### config.mk
export PLATFORM = sky130hd
export DESIGN_NAME = qspi_slave_queue
export DESIGN_NICKNAME = d
export VERILOG_FILES = /design/src/rtl/qse_pkg.sv /design/src/rtl/qse_sync.sv /design/src/rtl/qse_ram.sv /design/src/rtl/qspi_slave_queue.sv
export SDC_FILE = /design/constraint.sdc
export NUM_CORES = 1
export LEC_CHECK = 0
export CORE_MARGIN = 4
export CORE_UTILIZATION = 50
export CTS_CLUSTER_DIAMETER = 150
export CTS_CLUSTER_SIZE = 28
export DETAILED_ROUTE_END_ITERATION = 10
export DONT_BUFFER_PORTS = 1
export GPL_TIMING_DRIVEN = 0
export PLACE_DENSITY = 0.71
export SLEW_MARGIN = 15
export SYNTH_ARGS = -nofsm -noshare
export SYNTH_HDL_FRONTEND = slang
export SYNTH_SLANG_ARGS = --single-unit
### constraint.sdc
create_clock -name clk -period 5.1 [get_ports clk]
set_clock_uncertainty 0.15 [all_clocks]
set_input_delay 0.51 -clock clk [delete_from_list [all_inputs] [get_ports clk]]
set_output_delay 0.51 -clock clk [all_outputs]
set_load 0.05 [all_outputs]
### src/rtl/qse_pkg.sv
package qse_pkg;
    typedef enum logic [1:0] {
        S_OFF   = 2'd0,
        S_ARM   = 2'd1,
        S_LOAD  = 2'd2,
        S_SHIFT = 2'd3
    } eng_state_t;

    typedef enum logic [1:0] {
        SP_TX  = 2'b00,
        SP_RX  = 2'b01,
        SP_BC  = 2'b10,
        SP_REG = 2'b11
    } host_space_t;

    localparam logic [1:0] RG_CTRL  = 2'd0;
    localparam logic [1:0] RG_NEWQP = 2'd1;
    localparam logic [1:0] RG_ENDQP = 2'd2;
    localparam logic [1:0] RG_STAT  = 2'd3;
endpackage

### src/rtl/qse_sync.sv
module qse_sync #(
    parameter int STAGES = 2
) (
    input  logic clk,
    input  logic rst_n,
    input  logic sck,
    input  logic ss_n,
    input  logic mosi,
    output logic sck_rise,
    output logic sel,
    output logic mosi_s
);
    logic [STAGES:0]   sck_q;
    logic [STAGES-1:0] ss_q;
    logic [STAGES-1:0] mo_q;

    always_ff @(posedge clk or negedge rst_n) begin
        if (!rst_n) begin
            sck_q <= '0;
            ss_q  <= '1;
            mo_q  <= '0;
        end else begin
            sck_q <= {sck_q[STAGES-1:0], sck};
            ss_q  <= {ss_q[STAGES-2:0], ss_n};
            mo_q  <= {mo_q[STAGES-2:0], mosi};
        end
    end

    assign sck_rise = sck_q[STAGES-1] & ~sck_q[STAGES];
    assign sel      = ~ss_q[STAGES-1];
    assign mosi_s   = mo_q[STAGES-1];
endmodule

### src/rtl/qse_ram.sv
module qse_ram #(
    parameter int DEPTH  = 16,
    parameter int DATA_W = 16,
    parameter int CNT_W  = 4,
    parameter int PTR_W  = 4
) (
    input  logic              clk,
    input  logic              rst_n,
    input  logic [PTR_W-1:0]  host_idx,
    input  logic              host_we_tx,
    input  logic              host_we_bc,
    input  logic [DATA_W-1:0] host_wdata,
    output logic [DATA_W-1:0] host_tx,
    output logic [DATA_W-1:0] host_rx,
    output logic [CNT_W-1:0]  host_bc,
    input  logic [PTR_W-1:0]  eng_idx,
    input  logic              eng_rx_we,
    input  logic [DATA_W-1:0] eng_rx_data,
    output logic [DATA_W-1:0] eng_tx,
    output logic [CNT_W-1:0]  eng_bc
);
    logic [DATA_W-1:0] tx_mem [DEPTH];
    logic [DATA_W-1:0] rx_mem [DEPTH];
    logic [CNT_W-1:0]  bc_mem [DEPTH];

    always_ff @(posedge clk or negedge rst_n) begin
        if (!rst_n) begin
            for (int i = 0; i < DEPTH; i++) begin
                tx_mem[i] <= '0;
                rx_mem[i] <= '0;
                bc_mem[i] <= '0;
            end
        end else begin
            if (host_we_tx) tx_mem[host_idx] <= host_wdata;
            if (host_we_bc) bc_mem[host_idx] <= host_wdata[CNT_W-1:0];
            if (eng_rx_we)  rx_mem[eng_idx]  <= eng_rx_data;
        end
    end

    assign host_tx = tx_mem[host_idx];
    assign host_rx = rx_mem[host_idx];
    assign host_bc = bc_mem[host_idx];
    assign eng_tx  = tx_mem[eng_idx];
    assign eng_bc  = bc_mem[eng_idx];
endmodule

### src/rtl/qspi_slave_queue.sv
module qspi_slave_queue
    import qse_pkg::*;
#(
    parameter int DEPTH  = 16,
    parameter int DATA_W = 16,
    localparam int PTR_W = $clog2(DEPTH),
    localparam int AW    = PTR_W + 2
) (
    input  logic              clk,
    input  logic              rst_n,
    input  logic              sck,
    input  logic              ss_n,
    input  logic              mosi,
    output logic              miso,
    input  logic              host_we,
    input  logic [AW-1:0]     host_addr,
    input  logic [DATA_W-1:0] host_wdata,
    output logic [DATA_W-1:0] host_rdata,
    output logic              irq
);
    localparam int CNT_W = $clog2(DATA_W);
    localparam int LEN_W = CNT_W + 1;

    eng_state_t        state, nxt;
    logic              sck_rise, sel, mosi_s;
    logic [PTR_W-1:0]  wptr, cptr, newqp, endqp;
    logic              newqp_pend, en, ie, wrap_en, wrap_to, flag;
    logic [DATA_W-1:0] shreg, shifted;
    logic [LEN_W-1:0]  cnt, len;
    logic [DATA_W-1:0] eng_tx, host_tx, host_rx;
    logic [CNT_W-1:0]  eng_bc, host_bc;
    logic              done_ev, at_end, consume;
    host_space_t       space;
    logic [1:0]        reg_sel;
    logic              wr_ctrl, wr_newqp, wr_endqp, wr_stat;

    qse_sync #(.STAGES(2)) u_sync (
        .clk(clk), .rst_n(rst_n), .sck(sck), .ss_n(ss_n), .mosi(mosi),
        .sck_rise(sck_rise), .sel(sel), .mosi_s(mosi_s)
    );

    assign space    = host_space_t'(host_addr[AW-1 -: 2]);
    assign reg_sel  = host_addr[1:0];
    assign wr_ctrl  = host_we && space == SP_REG && reg_sel == RG_CTRL;
    assign wr_newqp = host_we && space == SP_REG && reg_sel == RG_NEWQP;
    assign wr_endqp = host_we && space == SP_REG && reg_sel == RG_ENDQP;
    assign wr_stat  = host_we && space == SP_REG && reg_sel == RG_STAT;

    assign len     = (eng_bc == '0) ? LEN_W'(DATA_W) : {1'b0, eng_bc};
    assign shifted = {shreg[DATA_W-2:0], mosi_s};
    assign done_ev = (state == S_SHIFT) && sel && sck_rise && (cnt + 1'b1 == len);
    assign at_end  = (wptr == endqp);
    assign consume = (state == S_ARM) && en && sel;

    qse_ram #(.DEPTH(DEPTH), .DATA_W(DATA_W), .CNT_W(CNT_W), .PTR_W(PTR_W)) u_ram (
        .clk(clk), .rst_n(rst_n),
        .host_idx(host_addr[PTR_W-1:0]),
        .host_we_tx(host_we && space == SP_TX),
        .host_we_bc(host_we && space == SP_BC),
        .host_wdata(host_wdata),
        .host_tx(host_tx), .host_rx(host_rx), .host_bc(host_bc),
        .eng_idx(wptr), .eng_rx_we(done_ev), .eng_rx_data(shifted),
        .eng_tx(eng_tx), .eng_bc(eng_bc)
    );

    // State register
    always_ff @(posedge clk or negedge rst_n) begin
        if (!rst_n) state <= S_OFF;
        else        state <= nxt;
    end

    // Transitions
    always_comb begin
        nxt = state;
        unique case (state)
            S_OFF:   if (en) nxt = S_ARM;
            S_ARM:   if (!en) nxt = S_OFF;
                     else if (sel) nxt = S_LOAD;
            S_LOAD:  nxt = S_SHIFT;
            S_SHIFT: if (!sel) nxt = S_ARM;
                     else if (done_ev) nxt = (at_end && !wrap_en) ? S_OFF : S_ARM;
                     else if (!en) nxt = S_OFF;
            default: nxt = S_OFF;
        endcase
    end

    // Datapath and registers
    always_ff @(posedge clk or negedge rst_n) begin
        if (!rst_n) begin
            shreg <= '0; cnt <= '0; wptr <= '0; cptr <= '0;
            newqp <= '0; endqp <= '0; newqp_pend <= 1'b0;
            en <= 1'b0; ie <= 1'b0; wrap_en <= 1'b0; wrap_to <= 1'b0; flag <= 1'b0;
        end else begin
            if (state == S_LOAD) begin
                shreg <= eng_tx << (LEN_W'(DATA_W) - len);
                cnt   <= '0;
            end else if (state == S_SHIFT && sel && sck_rise) begin
                shreg <= shifted;
                cnt   <= cnt + 1'b1;
            end

            if (consume && newqp_pend) wptr <= newqp;
            else if (done_ev) begin
                if (!at_end)      wptr <= wptr + 1'b1;
                else if (wrap_en) wptr <= wrap_to ? newqp : '0;
            end
            if (done_ev) cptr <= wptr;

            if (wr_newqp) begin
                newqp      <= host_wdata[PTR_W-1:0];
                newqp_pend <= 1'b1;
            end else if (consume) begin
                newqp_pend <= 1'b0;
            end
            if (wr_endqp) endqp <= host_wdata[PTR_W-1:0];

            if (wr_ctrl) begin
                en      <= host_wdata[0];
                ie      <= host_wdata[1];
                wrap_en <= host_wdata[2];
                wrap_to <= host_wdata[3];
            end else if (done_ev && at_end && !wrap_en) begin
                en <= 1'b0;
            end

            if (done_ev && at_end)                 flag <= 1'b1;
            else if (wr_stat && host_wdata[PTR_W]) flag <= 1'b0;
        end
    end

    assign miso = shreg[DATA_W-1];
    assign irq  = flag & ie;

    always_comb begin
        host_rdata = '0;
        unique case (space)
            SP_TX:  host_rdata = host_tx;
            SP_RX:  host_rdata = host_rx;
            SP_BC:  host_rdata[CNT_W-1:0] = host_bc;
            SP_REG: begin
                unique case (reg_sel)
                    RG_CTRL:  host_rdata[3:0] = {wrap_to, wrap_en, ie, en};
                    RG_NEWQP: host_rdata[PTR_W-1:0] = newqp;
                    RG_ENDQP: host_rdata[PTR_W-1:0] = endqp;
                    RG_STAT:  host_rdata[PTR_W:0] = {flag, cptr};
                    default:  host_rdata = '0;
                endcase
            end
            default: host_rdata = '0;
        endcase
    end

    // the serializer only moves on a detected SCK edge
    a_r1_hold_without_edge: assert property (@(posedge clk) disable iff (!rst_n)
        (state == S_SHIFT && !sck_rise) |=> $stable(shreg));

    // completed pointer captures the working pointer of the finished entry
    a_r3_cptr_capture: assert property (@(posedge clk) disable iff (!rst_n)
        done_ev |=> (cptr == $past(wptr)));

    // deselect during an entry leaves the working pointer alone
    a_r4_keep_on_deselect: assert property (@(posedge clk) disable iff (!rst_n)
        (state == S_SHIFT && !sel) |=> $stable(wptr));

    // the flag only rises after finishing the end entry
    a_r7_flag_source: assert property (@(posedge clk) disable iff (!rst_n)
        $rose(flag) |-> $past(state == S_SHIFT && at_end));

    // end of queue without wrap stops the engine
    a_r8_stop_at_end: assert property (@(posedge clk) disable iff (!rst_n)
        (done_ev && at_end && !wrap_en && !wr_ctrl) |=> (!en && state == S_OFF));

    // wrap to zero
    a_r9_wrap_zero: assert property (@(posedge clk) disable iff (!rst_n)
        (done_ev && at_end && wrap_en && !wrap_to) |=> (wptr == '0 && en));
endmodule

======== Yosys cells after proc, flatten, opt, wreduce, memory -nomap -nowiden ========
Index checks and enable logic that the tools add are counted.
cells by class
  $add $sub $neg .......................... 3
  multiply operators ...................... 0
  div/mod/pow operators ................... 0
  $lt $le $gt $ge ......................... 4
  equality and inequality tests ........... 15
  shift operators ......................... 1
  mux-type cells .......................... 52
  bitwise operators ....................... 6
  reduce and logical (&&, ||, !) cells .... 31
operator list
  kind                                                                  number
  256-bit bitwise mux                                                   2
  16-bit binary-select mux with 4-bit select                            3
  16-bit 2-to-1 mux                                                     10
  16-bit demux with 4-bit select                                        2
  64-bit bitwise mux                                                    1
  4-bit 2-to-1 mux                                                      10
  12-bit case mux with 3 select lines                                   1
  4-bit binary-select mux with 4-bit select                             2
  4-bit case mux with 4 select lines                                    2
  1-bit logical AND                                                     19
  4-bit demux with 4-bit select                                         1
  16-bit by 5-bit << shifter with 16-bit output                         1
  5-bit 2-to-1 mux                                                      3
  2-bit == test, second input constant                                  6
  2-bit 2-to-1 mux                                                      6
  5-bit >= comparator, second input constant                            2
  5-bit by 1-bit < comparator with 1-bit output, second input constant  2
  4-bit inverter with 5-bit output                                      2
  2-bit nonzero test                                                    5
  1-bit 2-to-1 mux                                                      8
  2-bit case mux with 4 select lines                                    1
  2-bit by 1-bit == test with 1-bit output, second input constant       3
  2-bit logical NOT                                                     3
  5-bit by 1-bit adder with 5-bit output, second input constant         1
  other kinds (14)                                                      16
word-level totals
  register bits ........................... 628
  latch bits .............................. 0
  memory bits (writable) .................. 0
  ROM bits ................................ 0
  word-level logic and storage cells ...... 176
  memories ................................ 0

======== Logic depth before layout (Yosys ltp) ========
Gate-level depths: netlist of run 1.
  depth after elaboration ................. 12
  depth in mapped cells ................... 15

======== Modules after synthesis ========
Synthesis of run 1 repeated with hierarchy kept, for this count alone.
second synthesis, totals
  cells, all modules ...................... 2177
  area total of the unflattened synthesis .. 31961.9 sq um
by module, submodules not included
  module            instances  cells an instance  area each (sq um)  sequential area each (sq um)
  qse_ram           1          1782               28132.0            14413.8
  qspi_slave_queue  1          386                3634.7             1126.1
  qse_sync          1          9                  195.2              177.7

======== Worst setup path after synthesis of run 1 ========
OpenSTA, ideal clock, no wires.
  path kind ............................... input to output
  start point ............................. input port host_addr[0]
  end point ............................... output port host_rdata[4]
  arrival time ............................ 3.138 ns
  data required time ...................... 4.440 ns
  path slack .............................. 1.302 ns
  stages on the path ...................... 7
  path buffers ............................ 3
  cells stage by stage .................... buf_2 > buf_1 > buf_1 > mux4_2 > mux4_2 > mux2i_1 > o22ai_1
on the way
  longest elaborated chain between the ends .. 5
  elaborated cells on any way between the ends .. 10
RTL lines
  element                                                               line                          RTL
  start: declaration                                                    qspi_slave_queue.sv:16        input logic [AW-1:0] host_addr,
  4-bit inverter with 5-bit output (implied by the code)                qse_ram.sv:40, qse_ram.sv:41
  16-bit binary-select mux with 4-bit select, on equally long branches  qse_ram.sv:41, qse_ram.sv:40
  16-bit 2-to-1 mux, on equally long branches (2 in series)             qse_ram.sv:41, qse_ram.sv:40
  12-bit case mux with 3 select lines *                                 qspi_slave_queue.sv:136       unique case (space)
  end: declaration                                                      qspi_slave_queue.sv:18        output logic [DATA_W-1:0] host_rdata,
Every way passes the cells marked *; elsewhere a longest branch is shown, timed or not. The select of a mux whose other input is x is not followed.

======== Worst setup path in the final report of run 1 ========
  start point ............................. input port host_addr[1]
  end point ............................... output port host_rdata[15]
on the way
  longest elaborated chain between the ends .. 5
  elaborated cells on any way between the ends .. 8
RTL lines
  element                                                               line
  4-bit inverter with 5-bit output (implied by the code) *              qse_ram.sv:40, qse_ram.sv:41
  16-bit binary-select mux with 4-bit select, on equally long branches  qse_ram.sv:41, qse_ram.sv:40
  16-bit 2-to-1 mux, on equally long branches (2 in series)             qse_ram.sv:41, qse_ram.sv:40
  12-bit case mux with 3 select lines *                                 qspi_slave_queue.sv:136
Marks and branches as above.

==> results.yml, run 1 <==
detailed_routing:
  ant_nets: 0
  postRouteWirelength_microns: 91500
  num_vias: 19900
  viasPerCell: 6.67
  drt_iter0_markers: 2319
  drt_pass1_iterations: 6
  drc_errors: 0
  wl_per_cell_microns: 30.6
floorplanning:
  coreArea_sq_um: 63100
  rows: 92
  die_h_microns: 260
  ios: 46
  die_area_sq_um: 67800
  die_x_microns: 260
  start_util_pct: 50.5
place:
  dpl.hpwl_microns: 61400
  finalWeightedCongestion: 0.930
  placedInstanceArea_sq_um: 33000
  dp_slack_ps: -103
  port_buffers: 0
sta:
  drv_slew: 261
  finalSetupViolations: 0
  slew_headroom_pct: -42.0
  rsz0062_at_grt: "false"
  fin_hold_ws_ps: -476
  worst_slack_ps: 161
  fin_crit_sh_pct: 96.8
  period_needed_ps: 4940
  tightestPinTransition_ps: 2130
  fmax_mhz: 202
  final-hold-violation-count: 626
  tns_ps: 0
synth:
  yosysTopAreaCellShare_pct: 49.2
  synth-warning-count: 0
  syn_avg_cell_area_sq_um: 15.3
  ys_seq_area_share_pct: 49.4
  ys_top_cells_by_area: "dfrtp_1 (49%), mux2_2 (21%), mux4_2 (19%)"
  yosysMostFrequentCell: "dfrtp_1"
  synth_area_leader_cell: "dfrtp_1"
  syn_inst: 2079
  postSynth.asyncResetShare_pct: 100
  synth_edf_count: 0
  syn_nets: 2113
  synth_cell_type_count: 59
  netlist_area_sq_um: 31800
  ys.flop_type: "dfrtp_1"
  synth_commonest_cells: "dfrtp_1 (626), mux2_2 (588), mux4_2 (262)"
  synth_seq_cells: 628
final_layout:
  post-route-util_pct: 53.8
  post-route-cell-area_sq_um: 33900
  area_growth_pct: 6.57
  diodes: 0
  layout.nets: 2166
  final_layout_size_suffix_gt1_share_pct: 44.8
global_routing:
  grt_pass1_vias: 20700
  antenna_found_initial: 0
  grt_usage_pct: 27.2
  grt_overflow: 0
  grt_pass1_wl_microns: 137000
  grt_max_degree: 629
setup_path:
  cpMostUsedCell: "clkbuf_1"
  crit_path_cell_trace: "clkbuf_1 -> clkbuf_1 -> clkbuf_1 -> mux4_2 -> mux4_2 -> mux2i_1 -> nor2_1"
  cp-end-kind: "primary output"
  arrival_ps: 4280
  cpPeakStageDelay_ps: 930
  crit_fanout: 10
  crit_required_ps: 4440
  critical_path_class: "primary input to primary output"
  cpMaxStageDelayCell: "clkbuf_1"
  cp-start-kind: "primary input"
cts:
  cts_sinks: 628
  tritoncts: "done"
  clockRootBuffer: "clkbuf_16"
  cts_buffer_depth: 3
  cts_hold_buf: 21
  cts-buffers-inserted: 26
  htreeDepth: 1
  postCtsSetupRepairBufs: 0
  clkLatencyLatePin_ps: 620
  clk_pin_slew_ps: 100
run_status:
  status: "finished with violations"
  violations: "hold timing, slew limit"
power_and_ir_drop:
  powerDensity_nw_per_um2: 341
  total_power_mw: 11.6
  peakVddDrop_mv: 0.294
  p_leak_nw: 15.2
flow_run:
  maxCapViolCount: 0
min_path:
  worstHoldPathType: "primary input to async pin"
==> worst max-delay path, delay by kind of cell <==
family,cells,cell delay (ps)
mux,3,900
buf+inv,3,2120
simple gates,1,740
==> per-layer routing <==
| metal | up-vias | global-route usage (%) | routed length [microns] |
|---|---|---|---|
| li1 | 8007 | - | - |
| met1 | 10700 | 37.1 | 36000 |
| met2 | 1017 | 44.1 | 43700 |
| met3 | 231 | 6.02 | 8000 |
| met4 | 0 | 8.96 | 3800 |
| met5 | - | 0 | 0 |
==> layout make-up <==
type	count	area, sq um
Buffer	166	815
Clock buffer	37	713
Clock inverter	1	16.3
Fill cell	5192	29200
Inverter	10	37.5
Multi-Input combinational cell	1275	15300
Sequential cell	628	15700
Tap cell	846	1060
Timing Repair Buffer	25	255
==> final timing paths <==
path	startpoint	endpoint	slack, ps	depth (start not counted)
worst min-delay path	rst_n	u_sync.mo_q[1]$_DFF_PN0_	-480	0
max in group asynchronous	rst_n	u_ram.rx_mem[138]$_DFFE_PN0P_	3680	0
worst min register to register	u_sync.mo_q[0]$_DFF_PN0_	u_sync.mo_q[1]$_DFF_PN0_	210	0
min in group clk	host_we	newqp_pend$_DFFE_PN0P_	30	2
worst max-delay path	host_addr[1]	host_rdata[15]	160	7
worst max register to register	wptr[1]$_DFFE_PN0P_	shreg[3]$_DFFE_PN0P_	240	14
==> flip-flops by register name, indices dropped and copies added (netlist names), 3 cells and up, named ones only <==
| name | cells |
|---|---|
| cptr | 4 |
| u_sync.sck_q | 3 |
| u_ram.bc_mem | 64 |
| wptr | 4 |
| u_ram.tx_mem | 256 |
| cnt | 5 |
| u_ram.rx_mem | 256 |
| newqp | 4 |
| shreg | 16 |
| endqp | 4 |
==> layout by cell type, fill, tap and decap left out, types with 12 or more instances in the layout <==
master	netlist	routed
dfrtp_1	626	626
mux2_2	588	588
mux4_2	262	262
clkbuf_1	109	114
nand2_1	89	89
nor2_1	59	58
mux2i_1	46	46
o21ai_0	36	36
a22oi_1	30	30
clkbuf_16	0	27
dlygate4sd3_1	0	21
nand3_1	20	20
a21oi_1	20	20
buf_2	11	15
buf_1	24	15
nor3_2	10	13
buf_4	11	12
==> power breakdown <==
part,internal [mW],switching [mW]
Clock,0.990,1.58
Sequential,5.42,0.486
Combinational,1.36,1.73
==> metrics by stage <==
stage,instances,hold slack [ps]
3_3_place_gp,2925,136
5_1_grt,2988,-515
6_report,2988,-476
2_1_floorplan,2079,64.4
4_1_cts,2988,-514
3_5_place_dp,2929,138
==> cell families (layout without fill, tap and decap cells) <==
group	count (synthesis)	count (layout)	share of synthesized area [%]
AO/OA/AOI/OAI	123	123	2.51
XOR/XNOR	13	13	0.358
adder cells (fa/ha/maj)	6	6	0.236
buffers and inverters	176	239	2.60
flip-flops	628	628	49.4
multiplexers	902	902	41.3
AND/OR/NAND/NOR	231	231	3.65
==> what timing repair did <==
| action | in CTS | in global routing |
|---|---|---|
| setup endpoints to repair | 3 | 2 |
| hold endpoints to repair | 725 | 628 |
| resized for setup | 3 | 3 |
(Power assumes the default switching activity.)
==> inputs of run 2 (changes only) <==
--- a/config.mk
+++ b/config.mk
@@ -17,3 +17,4 @@
 export SYNTH_ARGS = -nofsm -noshare
 export SYNTH_HDL_FRONTEND = slang
 export SYNTH_SLANG_ARGS = --single-unit
+export TNS_END_PERCENT = 20
==> constraint.sdc (replaced) <==
create_clock -name clk -period 6.2 [get_ports clk]
set_clock_uncertainty 0.15 [all_clocks]
set_input_delay 0.62 -clock clk [delete_from_list [all_inputs] [get_ports clk]]
set_output_delay 0.62 -clock clk [all_outputs]
set_load 0.05 [all_outputs]
==> run 2 against run 1 <==
Against the previous run:
- final area barely moved
- the flow still finishes with violations (hold timing, slew limit)
- combinational power decreased by 18%
- first-iteration DRC count rose by 5.1%
- routed wire length down 0.17%
- via count fell by 0.47%
- sequential share of layout area barely moved
- critical path depth unchanged
- cell count barely moved
==> results.yml, run 2 (synthesized netlist as in run 1, its figures left out) <==
final_layout:
  final_common_cell: "dfrtp_1"
  final_cell_mix: "dfrtp_1 (626), mux2_2 (588), mux4_2 (262)"
  largestRegisters: "u_ram.rx_mem (256), u_ram.tx_mem (256), u_ram.bc_mem (64)"
  area_growth_pct: 6.48
  diodes: 0
  layout.nets: 2165
  post-route-cell-area_sq_um: 33900
  stdcell_count: 2987
  final_layout_size_suffix_gt1_share_pct: 44.6
sta:
  slew_headroom_pct: -19.2
  fin_crit_sh_pct: 89.1
  fin_hold_ws_ps: -391
  period_needed_ps: 5530
  drv_slew: 348
  final-hold-violation-count: 626
  tightestPinTransition_ps: 1790
  rsz0062_at_grt: "false"
  fmax_mhz: 181
  tns_ps: 0
  finalSetupViolations: 0
cts:
  cts_resized: 0
  clockRootBuffer: "clkbuf_16"
  clk_pin_slew_ps: 100
  clkLatencyLatePin_ps: 630
  htreeDepth: 1
  cts_hold_buf: 19
  cts_sinks: 628
  tritoncts: "done"
  cts-buffers-inserted: 26
  postCtsSetupRepairBufs: 0
  cts_buffer_depth: 3
power_and_ir_drop:
  p_int_mw: 6.39
  peakVddDrop_mv: 0.241
  p_leak_nw: 15.2
  swShare_pct: 32.8
  power_frac_comb_pct: 26.7
  powerDensity_nw_per_um2: 281
  switchingPower_mw: 3.13
  power_frac_clock_pct: 22.3
  power_frac_seq_pct: 51.0
  total_power_mw: 9.52
floorplanning:
  rows: 92
  start_util_pct: 50.5
  coreArea_sq_um: 63100
  die_h_microns: 260
  die_area_sq_um: 67800
  ios: 46
  die_x_microns: 260
detailed_routing:
  viasPerCell: 6.64
  ant_nets: 0
  drt_pass1_iterations: 6
  postRouteWirelength_microns: 91400
  drc_errors: 0
  wl_per_cell_microns: 30.6
  num_vias: 19800
  drt_iter0_markers: 2438
setup_path:
  cp-start-kind: "primary input"
  crit_fanout: 10
  cp-end-kind: "primary output"
  arrival_ps: 4760
  crit_required_ps: 5430
  critical_path_class: "primary input to primary output"
place:
  placedInstanceArea_sq_um: 33000
  dpl.hpwl_microns: 61400
  port_buffers: 0
  place_inst: 2929
  finalWeightedCongestion: 0.930
min_path:
  worstHoldPathType: "primary input to async pin"
global_routing:
  grt_pass1_vias: 20700
  grt_usage_pct: 27.2
  grt_overflow: 0
  grt_pass1_wl_microns: 136000
  antenna_found_initial: 0
  grt_max_degree: 629
run_status:
  status: "finished with violations"
  violations: "hold timing, slew limit"
flow_run:
  maxCapViolCount: 0
-- run 2: path summary, 6_finish.rpt --
path                                           from                           end  slack [ps]  depth (start not counted)
max                                    host_addr[1]                 host_rdata[4]         670                          7
min                                           rst_n      u_sync.mo_q[1]$_DFF_PN0_        -390                          0
max reg2reg                     wptr[1]$_DFFE_PN0P_          shreg[3]$_DFFE_PN0P_        1210                         14
min reg2reg                u_sync.mo_q[0]$_DFF_PN0_      u_sync.mo_q[1]$_DFF_PN0_         210                          0
max in group asynchronous                     rst_n        newqp_pend$_DFFE_PN0P_        4940                          0
min in group clk                      host_wdata[3]  u_ram.bc_mem[59]$_DFFE_PN0P_          20                          1
-- run 2: metrics by stage --
step | worst slack (ps) | utilization [%]
2_1_floorplan | 2180 | -
3_3_place_gp | 676 | 52.1
3_5_place_dp | 777 | 52.3
4_1_cts | 776 | 53.7
5_1_grt | 646 | 53.7
6_report | 674 | 53.7
-- run 2: power groups by stage --
| stage | combinational (mW) | clock [mW] | sequential (mW) |
|---|---|---|---|
| final | 2.54 | 2.12 | 4.86 |
| after global routing | 2.70 | 2.29 | 4.90 |
| after CTS | 2.50 | 2.13 | 4.84 |
| after detailed placement | 2.48 | 0 | 4.92 |
| after global placement | 2.43 | 0 | 4.88 |
| after floorplan | 1.85 | 0 | 4.76 |
-- run 2: worst max-delay path, stage by stage --
cell and delay (ps):
clkbuf_1 360, clkbuf_1 890, buf_1 970, mux4_2 410
mux4_2 320, mux2i_1 130, o22ai_1 1030
-- run 2: layer usage --
layer | global-route usage [%] | vias to the layer above | share of wire [%]
met4 | 9.12 | 0 | 4.1
li1 | - | 8004 | -
met2 | 43.9 | 975 | 48
met5 | 0 | - | 0
met1 | 37.1 | 10600 | 40
met3 | 6.07 | 210 | 8.4
-- run 2: area by class of cell --
type,count,area [sq um]
clock buffer,37,713
inverter,10,37.5
fill,5194,29200
buffer,166,806
clock inverter,1,16.3
multi-input combinational,1275,15300
sequential,628,15700
timing repair buffer,24,245
tap,846,1060
